--- config.mk ---
export PLATFORM = sky130hd
export DESIGN_NAME = dial_lock
export DESIGN_NICKNAME = d
export VERILOG_FILES = /design/src/rtl/lock_pkg.sv /design/src/rtl/dial_step_match.sv /design/src/rtl/lock_fsm.sv /design/src/rtl/dial_lock.sv
export SDC_FILE = /design/constraint.sdc
export NUM_CORES = 1
export LEC_CHECK = 0
export BUFFER_PORTS_ARGS = -buffer_cell sky130_fd_sc_hd__buf_2
export CAP_MARGIN = 20
export CORE_AREA = 2 2 39 41
export CTS_CLUSTER_DIAMETER = 100
export DETAILED_ROUTE_END_ITERATION = 8
export DIE_AREA = 0 0 41 43
export SLEW_MARGIN = 0
export SYNTH_ARGS = -nofsm -noshare
export SYNTH_HDL_FRONTEND = slang
export SYNTH_SLANG_ARGS = --single-unit
--- constraint.sdc ---
create_clock -name clk -period 1.16 [get_ports clk]
set_clock_uncertainty 0.1 [all_clocks]
set_input_delay 0.058 -clock clk [delete_from_list [all_inputs] [get_ports clk]]
set_output_delay 0.058 -clock clk [all_outputs]
set_load 0.05 [all_outputs]
--- src/rtl/lock_pkg.sv ---
package lock_pkg;
  localparam int unsigned NUM_STEPS = 3;
  localparam logic DIR_RIGHT = 1'b0;
  localparam logic DIR_LEFT  = 1'b1;

  typedef enum logic [1:0] {
    ST_IDLE = 2'b00,
    ST_ONE  = 2'b01,
    ST_TWO  = 2'b10,
    ST_OPEN = 2'b11
  } lock_state_t;
endpackage

--- src/rtl/dial_step_match.sv ---
module dial_step_match
  import lock_pkg::*;
#(
  parameter int unsigned VAL_W = 6,
  parameter logic [VAL_W-1:0] STEP0_VAL = 13,
  parameter logic [VAL_W-1:0] STEP1_VAL = 22,
  parameter logic [VAL_W-1:0] STEP2_VAL = 3,
  parameter logic STEP0_DIR = DIR_RIGHT,
  parameter logic STEP1_DIR = DIR_LEFT,
  parameter logic STEP2_DIR = DIR_RIGHT
) (
  input  logic                 op_dir,
  input  logic [VAL_W-1:0]     op_val,
  output logic [NUM_STEPS-1:0] hit
);
  localparam logic [NUM_STEPS*VAL_W-1:0] VALS = {STEP2_VAL, STEP1_VAL, STEP0_VAL};
  localparam logic [NUM_STEPS-1:0]       DIRS = {STEP2_DIR, STEP1_DIR, STEP0_DIR};

  // One comparator per combination step
  for (genvar i = 0; i < NUM_STEPS; i++) begin : g_step
    assign hit[i] = (op_val == VALS[i*VAL_W +: VAL_W]) && (op_dir == DIRS[i]);
  end
endmodule

--- src/rtl/lock_fsm.sv ---
module lock_fsm
  import lock_pkg::*;
(
  input  logic                 clk,
  input  logic                 rst,
  input  logic                 op_valid,
  input  logic [NUM_STEPS-1:0] hit,
  input  logic                 relock,
  output lock_state_t          state
);
  lock_state_t state_nx;

  always_comb begin
    state_nx = state;
    if (relock) begin
      state_nx = ST_IDLE;
    end else if (op_valid) begin
      unique case (state)
        ST_IDLE: state_nx = hit[0] ? ST_ONE : ST_IDLE;
        ST_ONE:  state_nx = hit[1] ? ST_TWO  : (hit[0] ? ST_ONE : ST_IDLE);
        ST_TWO:  state_nx = hit[2] ? ST_OPEN : (hit[0] ? ST_ONE : ST_IDLE);
        ST_OPEN: state_nx = ST_OPEN;
        default: state_nx = ST_IDLE;
      endcase
    end
  end

  always_ff @(posedge clk) begin
    if (rst) state <= ST_IDLE;
    else     state <= state_nx;
  end

  assert_reset_idle_R1: assert property (@(posedge clk) rst |=> state == ST_IDLE);

  assert_hold_no_valid_R5: assert property (@(posedge clk) disable iff (rst)
    (!op_valid && !relock) |=> $stable(state));

  assert_idle_reject_R7: assert property (@(posedge clk) disable iff (rst)
    (state == ST_IDLE && op_valid && !relock && !hit[0]) |=> state == ST_IDLE);

  assert_first_restart_R8: assert property (@(posedge clk) disable iff (rst)
    (state != ST_OPEN && op_valid && !relock && hit[0] && !(state == ST_ONE && hit[1]))
    |=> state == ST_ONE);

  assert_open_sticky_R9: assert property (@(posedge clk) disable iff (rst)
    (state == ST_OPEN && !relock) |=> state == ST_OPEN);

  assert_relock_idle_R10: assert property (@(posedge clk) disable iff (rst)
    relock |=> state == ST_IDLE);
endmodule

--- src/rtl/dial_lock.sv ---
module dial_lock
  import lock_pkg::*;
#(
  parameter int unsigned VAL_W = 6,
  parameter logic [VAL_W-1:0] STEP0_VAL = 13,
  parameter logic [VAL_W-1:0] STEP1_VAL = 22,
  parameter logic [VAL_W-1:0] STEP2_VAL = 3,
  parameter logic STEP0_DIR = DIR_RIGHT,
  parameter logic STEP1_DIR = DIR_LEFT,
  parameter logic STEP2_DIR = DIR_RIGHT
) (
  input  logic             clk,
  input  logic             rst,
  input  logic             op_valid,
  output logic             op_ready,
  input  logic             op_dir,
  input  logic [VAL_W-1:0] op_val,
  input  logic             relock,
  output logic             open_o,
  output logic [1:0]       st_code
);
  logic [NUM_STEPS-1:0] step_hit;
  lock_state_t          state;

  dial_step_match #(
    .VAL_W(VAL_W),
    .STEP0_VAL(STEP0_VAL), .STEP1_VAL(STEP1_VAL), .STEP2_VAL(STEP2_VAL),
    .STEP0_DIR(STEP0_DIR), .STEP1_DIR(STEP1_DIR), .STEP2_DIR(STEP2_DIR)
  ) u_match (
    .op_dir(op_dir),
    .op_val(op_val),
    .hit   (step_hit)
  );

  lock_fsm u_fsm (
    .clk     (clk),
    .rst     (rst),
    .op_valid(op_valid),
    .hit     (step_hit),
    .relock  (relock),
    .state   (state)
  );

  assign op_ready = 1'b1;
  assign st_code  = state;
  assign open_o   = (state == ST_OPEN);

  assert_open_via_last_R3: assert property (@(posedge clk) disable iff (rst)
    $rose(open_o) |-> $past(st_code) == 2'b10);

  assert_ready_high_R11: assert property (@(posedge clk) disable iff (rst) op_ready);
endmodule

==> results of run 1 <==
==> through the flow <==
step | setup WS (ps) | cell area [µm²] | hold slack [ps] | power (µW) | utilization
2_1_floorplan | -19.66 | 193.9 | 19.45 | 94.63 | -
3_3_place_gp | -31.32 | 286.5 | 141.2 | 123.5 | 0.2071
3_5_place_dp | -38.01 | 286.5 | 140.9 | 123.6 | 0.2071
4_1_cts | 35.19 | 329.1 | 26.91 | 287.5 | 0.2378
5_1_grt | 21.71 | 331.6 | 22.59 | 306.2 | 0.2396
6_report | 74.05 | 331.6 | 31.66 | 277.9 | 0.2396
==> power by group <==
part	leakage (µW)	total [µW]	switching (µW)	internal [µW]
sequential	0.0000171	69.4	0.0510	69.4
combinational	0.000130	58.0	28.5	29.5
clock	0.0000138	150	36.6	114
total	0.000161	278	65.2	213
==> cell type report <==
type | instances | area (µm²) | area share
clock buffers | 3 | 22.52 | 0.06792
inverters | 2 | 7.507 | 0.02264
multi-input cells | 15 | 136.4 | 0.4113
flip-flops and latches | 2 | 42.54 | 0.1283
well taps | 16 | 20.02 | 0.06038
repair buffers | 17 | 102.6 | 0.3094
==> repair_timing <==
action                     CTS  global route
hold endpoints to repair     2             0
setup endpoints to repair    0             1
hold buffers                 2             0
gates resized for setup      0             1
==> cell usage in the layout, fill, tap and decap left out <==
cell,n
buf_2,12
clkbuf_4,4
nand2b_1,2
a21oi_1,2
inv_1,2
dlygate4sd3_1,2
buf_4,2
dfxtp_2,2
and2_2,1
nor4b_4,1
nor3b_1,1
and4b_1,1
and3b_2,1
a41oi_1,1
nor4_1,1
and3b_1,1
o211ai_2,1
a2111oi_2,1
conb_1,1
==> worst reg2reg max path, delay by kind of cell (launching register included) <==
family | cells | cell delay (ps)
AOI/OAI and AO/OA | 2 | 360
and+or+nand+nor | 1 | 100
DFF | 1 | 330
==> kinds of logic (layout without fill, tap and decap cells) <==
family | Yosys count | count (layout) | synth area share
and+or+nand+nor | 9 | 9 | 0.4474
buffers and inverters | 3 | 22 | 0.07898
other | 1 | 1 | 0.01972
DFF | 2 | 2 | 0.2105
AOI/OAI and AO/OA | 5 | 5 | 0.2434
==> final timing paths <==
path | end | slack (ps) | startpoint
worst min-delay path | u_fsm.state[0] | 30 | op_valid
worst min register to register | u_fsm.state[0] | 380 | u_fsm.state[0]
worst max register to register | u_fsm.state[0] | 160 | u_fsm.state[1]
worst max-delay path | open_o | 70 | u_fsm.state[0]
==> layer usage <==
layer,vias to the layer above,share of wire,GRT usage
met5,-,0,0
met4,0,0,0.02000
met3,0,0.059,0.09424
met2,5,0.59,0.1188
met1,102,0.35,0.06390
li1,114,-,-
==> impl_metrics.toml, run 1 <==
[outcome]
status = "finished, final reports clean"

[critical_path]
cp_num_buf_inv = 1
critPathMaxStageDelay_ps = 340
r2r_cells = 3
arrival_ps = 930
path_cells = "and2_2 -> clkbuf_4"
worst-path-max-fanout = 5
worst_setup_path_end_kind = "output port"
worst-path-stages = 2
start_kind = "flop"
timing.critical_path.required_ps = 1000
crit_type = "reg2out"
cp_top_family = "flip-flops"
slowest_stage = "dfxtp_2"

[finish]
stdcell_count = 55
largest_reg_flops = 2
nFillCells = 165
top_regs = "u_fsm.state: 2 flops"
n_antenna_cell = 0
top_register = "u_fsm.state"
nets = 52
area_growth_syn_to_layout_pct = 74.34
drive_gt1_frac = 0.6410

[timing]
clock.fmax_mhz = 920.9
hold_violations = 0
rsz0062_at_grt = "no"
fin_setup_tns_ps = 0
setup_viol = 0
period_share = 0.9362
slew_viol_final = 0
period_needed_ps = 1086

[floorplan]
die_h_um = 43
coreArea_um2 = 1384
initial_core_util = 0.1374
rows = 14
die-area_um2 = 1763
die_w_um = 41
ios = 15

[logic_synthesis]
synth_top_area_share = 0.2105
async_flop_share = 0
synth_flop_cell = "dfxtp_1"
ys_seq_area_frac = 0.2105
synth_cells = 20
ys_seq_elements = 2
synth_warnings = 0
synth_commonest_cells = "a21oi_1, dfxtp_1, inv_1, nand2b_1"
synth.largest_area_cell = "dfxtp_1"
synth.avg_cell_area_um2 = 9.509
netlist_area_um2 = 190.2
synth_fp_nets = 31
ys_top_cells_by_area = "dfxtp_1, nor4b_4, a2111oi_2, nand2b_1, o211ai_2"
synth_cell_types = 16
synth_enable_flop_cells = 0

[detailed_routing]
drt-pass1-iter-count = 3
ant_nets = 0
drcViolationCount = 0
drtIter0Drc = 2
finalWirelength_um = 494
vias = 221
wl_per_cell_um = 8.982
viasPerCell = 4.018

[global_routing]
grt_pass1_wl_um = 855
grt_max_degree = 6
grt_pass1_vias = 231
antenna_found_initial = 0
grt_use_total = 0.07916
gr-total-overflow = 0

[clocking]
path_clk_slew_ps = 30
htree_levels = 1
cts_setup_buffers = 0
cts_sinks = 2
cts_buffers = 3
root_buffer = "clkbuf_4"
tritoncts = "done"
clk_path_buf_depth = 2
clk_latency_ps = 220

[place]
dp_cells = 50
routabilityCongestion = 0.6164
dp_hpwl_um = 412.5
io_buffers = 13

[worst_hold_path]
hold_path_depth = 3
min_path_type = "in2reg"

[power]
vdd_drop_max_uv = 366.1
power.density_nw_per_um2 = 838.0
p_leak_uw = 0.0001614

[job]
cap_violations = 0
Note: power is estimated with default switching activity, not from simulation.
==> run 2, diff against run 1 <==
Settings changed: RECOVER_POWER from default to 25.
==> run 2 against run 1 <==
Die area did not move. Hold slack unchanged. Flip-flop and latch count did not move. Sequential power is essentially flat. Cell area did not move. Global-route usage unchanged. Combinational power barely moved. Critical path type unchanged. Critical endpoint unchanged. Highest routed layer unchanged.
==> impl_metrics.toml, run 2 (synthesis gave the netlist of run 1 again) <==
[place]
io_buffers = 13
preCtsSetupSlack_ps = -38.01
dp_hpwl_um = 412.5
routabilityCongestion = 0.6164
placed_cell_area_um2 = 286.5

[global_routing]
grt_use_total = 0.07916
grt_pass1_vias = 231
grt_pass1_wl_um = 855
antenna_found_initial = 0
grt_max_degree = 6
gr-total-overflow = 0

[timing]
period_needed_ps = 1087
hold_violations = 0
clock.fmax_mhz = 920.2
setup_slack_ps = 73.29
rsz0062_at_grt = "no"
holdWs_ps = 31.66
setup_viol = 0
period_share = 0.9368
fin_setup_tns_ps = 0
slew_viol_final = 0

[detailed_routing]
ant_nets = 0
drt-pass1-iter-count = 3
viasPerCell = 4.018
drcViolationCount = 0
vias = 221
drtIter0Drc = 2
wl_per_cell_um = 8.964
finalWirelength_um = 493

[power]
vdd_drop_max_uv = 366.1
power.density_nw_per_um2 = 838.0
p_leak_uw = 0.0001604

[critical_path]
worst-path-max-fanout = 4
crit_type = "reg2out"
start_kind = "flop"
arrival_ps = 930
worst_setup_path_end_kind = "output port"
timing.critical_path.required_ps = 1000

[clocking]
tritoncts = "done"
clk_path_buf_depth = 2
cts_sinks = 2
cts_buffers = 3
htree_levels = 1
path_clk_slew_ps = 30
clk_latency_ps = 220
root_buffer = "clkbuf_4"

[job]
cap_violations = 0

[floorplan]
die-area_um2 = 1763
rows = 14
die_h_um = 43
coreArea_um2 = 1384
initial_core_util = 0.1374
ios = 15
die_w_um = 41

[finish]
top_regs = "u_fsm.state: 2 flops"
area_growth_syn_to_layout_pct = 74.34
final_common_cell = "buf_2"
final_cell_mix = "buf_2, clkbuf_4"
nets = 52
multi_input_area_um2 = 136.4
drive_gt1_frac = 0.6410
final_area_um2 = 331.6
largest_reg_flops = 2
ff_latch_area_um2 = 42.54
n_antenna_cell = 0
nFillCells = 165
top_register = "u_fsm.state"

[outcome]
status = "finished, final reports clean"

[worst_hold_path]
min_path_type = "in2reg"
==> run 2: power by group <==
group          switching [µW]  internal, µW
sequential             0.0510          69.4
combinational            28.5          29.5
clock                    36.6           114
==> run 2: worst max-delay path: stages, from the launching register on <==
cell      delay, ps
dfxtp_2         320
and2_2          180
clkbuf_4        210
==> run 2: cell type report <==
class                   count  area share
flip-flops and latches      2      0.1283
repair buffers             17      0.3094
multi-input cells          15      0.4113
clock buffers               3     0.06792
inverters                   2     0.02264
well taps                  16     0.06038
==> run 2: metal layers <==
layer,track usage,up-vias,wire length (µm)
li1,-,114,-
met5,0,-,0
met4,0.02000,0,0
met3,0.09424,0,29
met2,0.1188,5,289
met1,0.06390,102,175
==> run 2: path summary, 6_finish.rpt <==
path                   from              to  slack, ps  depth (start not counted)
min                op_valid  u_fsm.state[0]         30                          3
max          u_fsm.state[1]          open_o         70                          2
min reg2reg  u_fsm.state[0]  u_fsm.state[0]        380                          2
max reg2reg  u_fsm.state[1]  u_fsm.state[0]        160                          3
==> run 2: repair_timing <==
item / 4_1_cts / 5_1_grt
hold buffers: 2 / 0
setup buffers: 0 / 0
resized for setup: 0 / 1
endpoints found under the hold margin: 2 / 0
endpoints found under the setup margin: 0 / 1
==> run 2: stage by stage <==
| stage | total power (µW) | utilization | cells |
|---|---|---|---|
| global route | 306.2 | 0.2396 | 55 |
| finish | 277.9 | 0.2396 | 55 |
| floorplan | 94.63 | - | 20 |
| global placement | 123.5 | 0.2071 | 50 |
| CTS | 287.5 | 0.2378 | 55 |
| detailed placement | 123.6 | 0.2071 | 50 |
==> run 3, diff against run 2 <==
Settings changed: CAP_MARGIN 20 to 0, CELL_PAD_IN_SITES_DETAIL_PLACEMENT from default to 1, CELL_PAD_IN_SITES_GLOBAL_PLACEMENT from default to 1, PLACE_DENSITY_LB_ADDON from default to 0.1.
==> run 3 against run 2 <==
Clock power grew 3%. Hold slack gained 11 ps. Sequential power is essentially flat. Setup slack lost 3.0 ps. First-iteration DRC count shrank 50%. Cell area is the same. Non-clock buffer count is the same. Sequential share of layout area is the same. Flip-flop and latch count is the same. Largest cell class unchanged. Largest power group unchanged.
==> impl_metrics.toml, run 3 (synthesis gave the netlist of run 1 again) <==
[outcome]
status = "finished, final reports clean"

[detailed_routing]
finalWirelength_um = 563
wl_per_cell_um = 10.24
drtIter0Drc = 1
ant_nets = 0
drcViolationCount = 0
drt-pass1-iter-count = 3
vias = 225
viasPerCell = 4.091

[clocking]
clk_path_buf_depth = 2
path_clk_slew_ps = 30
clk_latency_ps = 220
tritoncts = "done"
htree_levels = 1
root_buffer = "clkbuf_4"
cts_setup_buffers = 0
cts_sinks = 2
cts_buffers = 3

[critical_path]
crit_type = "reg2out"
r2r_cells = 3
critPathMaxStageDelay_ps = 350
cp_num_buf_inv = 1
start_kind = "flop"
worst_setup_path_end_kind = "output port"
reg2reg_slack_ps = 130
r2r_end = "u_fsm.state[0]"
timing.critical_path.required_ps = 1000
r2r_start = "u_fsm.state[1]"
arrival_ps = 930
worst-path-max-fanout = 5
slowest_stage = "dfxtp_2"
path_cells = "and2_2 -> clkbuf_4"
cp_top_family = "flip-flops"

[finish]
final_cell_mix = "buf_2, clkbuf_4"
nets = 52
largest_reg_flops = 2
stdcell_count = 55
nFillCells = 171
drive_gt1_frac = 0.6410
n_antenna_cell = 0
top_regs = "u_fsm.state: 2 flops"
multi_input_area_um2 = 136.4
ff_latch_area_um2 = 42.54
top_register = "u_fsm.state"
area_growth_syn_to_layout_pct = 74.34
utilization = 0.2396
final_common_cell = "buf_2"

[global_routing]
antenna_found_initial = 0
grt_pass1_wl_mm = 1.041
gr-total-overflow = 0
grt_pass1_vias = 261
grt_use_total = 0.08909
grt_max_degree = 6

[timing]
slew_viol_final = 0
period_needed_ps = 1090
rsz0062_at_grt = "no"
clock.fmax_mhz = 917.7
setup_viol = 0
hold_violations = 0
period_share = 0.9394

[floorplan]
rows = 14
die_h_um = 43
initial_core_util = 0.1374
die_w_um = 41
ios = 15
die-area_um2 = 1763
coreArea_um2 = 1384

[place]
dp_hpwl_um = 446.8
routabilityCongestion = 0.6315
dp_cells = 50
io_buffers = 13

[job]
cap_violations = 0

[power]
vdd_drop_max_uv = 296.7
power.density_nw_per_um2 = 852.5
p_leak_uw = 0.0001604

[worst_hold_path]
hold_end = "u_fsm.state[0]"
hold_path_depth = 3
min-delay-start = "op_valid"
min_path_type = "in2reg"
-- run 3: cell counts in the layout (fill, tap and decap cells not counted) --
No cell type changed its count.
-- run 3: layer usage --
layer | part of all wire | vias up | global-route usage
li1 | - | 114 | -
met1 | 0.38 | 104 | 0.09554
met2 | 0.56 | 7 | 0.1375
met3 | 0.052 | 0 | 0.03141
met4 | 0 | 0 | 0.06000
met5 | 0 | - | 0
-- run 3: layout make-up --
type | count | area share
Multi-Input combinational cell | 15 | 0.4113
Clock buffer | 3 | 0.06792
Timing Repair Buffer | 17 | 0.3094
Inverter | 2 | 0.02264
Sequential cell | 2 | 0.1283
Tap cell | 16 | 0.06038
-- run 3: power by group --
part           total [µW]  leakage (µW)  internal (µW)  switching [µW]
clock                 155     0.0000138            114            40.7
combinational        58.3      0.000129           29.5            28.9
sequential           69.4     0.0000171           69.3          0.0568
-- run 3: worst max-delay path by stage --
| stage | start | endpoint | slack (ps) | depth (start not counted) |
|---|---|---|---|---|
| floorplan | u_fsm.state[1] | u_fsm.state[0] | -20 | 3 |
| global placement | op_val[5] | u_fsm.state[0] | -30 | 4 |
| detailed placement | op_val[2] | u_fsm.state[0] | -90 | 4 |
| CTS | u_fsm.state[0] | open_o | 20 | 2 |
| global route | u_fsm.state[0] | open_o | 10 | 2 |
| finish | u_fsm.state[0] | open_o | 70 | 2 |
-- run 3: tightest hold or removal path, stage by stage --
cell and delay (ps):
buf_2 120, o211ai_2 80, a2111oi_2 60
-- run 3: repair_timing --
action | CTS | global route
resized for setup | 0 | 1
hold buffers | 2 | 0
endpoints found under the setup margin | 0 | 1
hold endpoints to repair | 2 | 0
-- run 3: stage by stage --
| step | TNS [ps] | hold slack [ps] | worst slack [ps] | instance area (µm²) | power (µW) |
|---|---|---|---|---|---|
| 2_1_floorplan | -19.66 | 19.45 | -19.66 | 193.9 | 94.63 |
| 3_3_place_gp | -31.34 | 135.7 | -31.34 | 286.5 | 123.4 |
| 3_5_place_dp | -126.9 | 144.8 | -88.55 | 286.5 | 124.1 |
| 4_1_cts | 0 | 35.66 | 18.08 | 329.1 | 299.3 |
| 5_1_grt | 0 | 49.40 | 10.78 | 331.6 | 312.6 |
| 6_report | 0 | 42.93 | 70.34 | 331.6 | 282.7 |
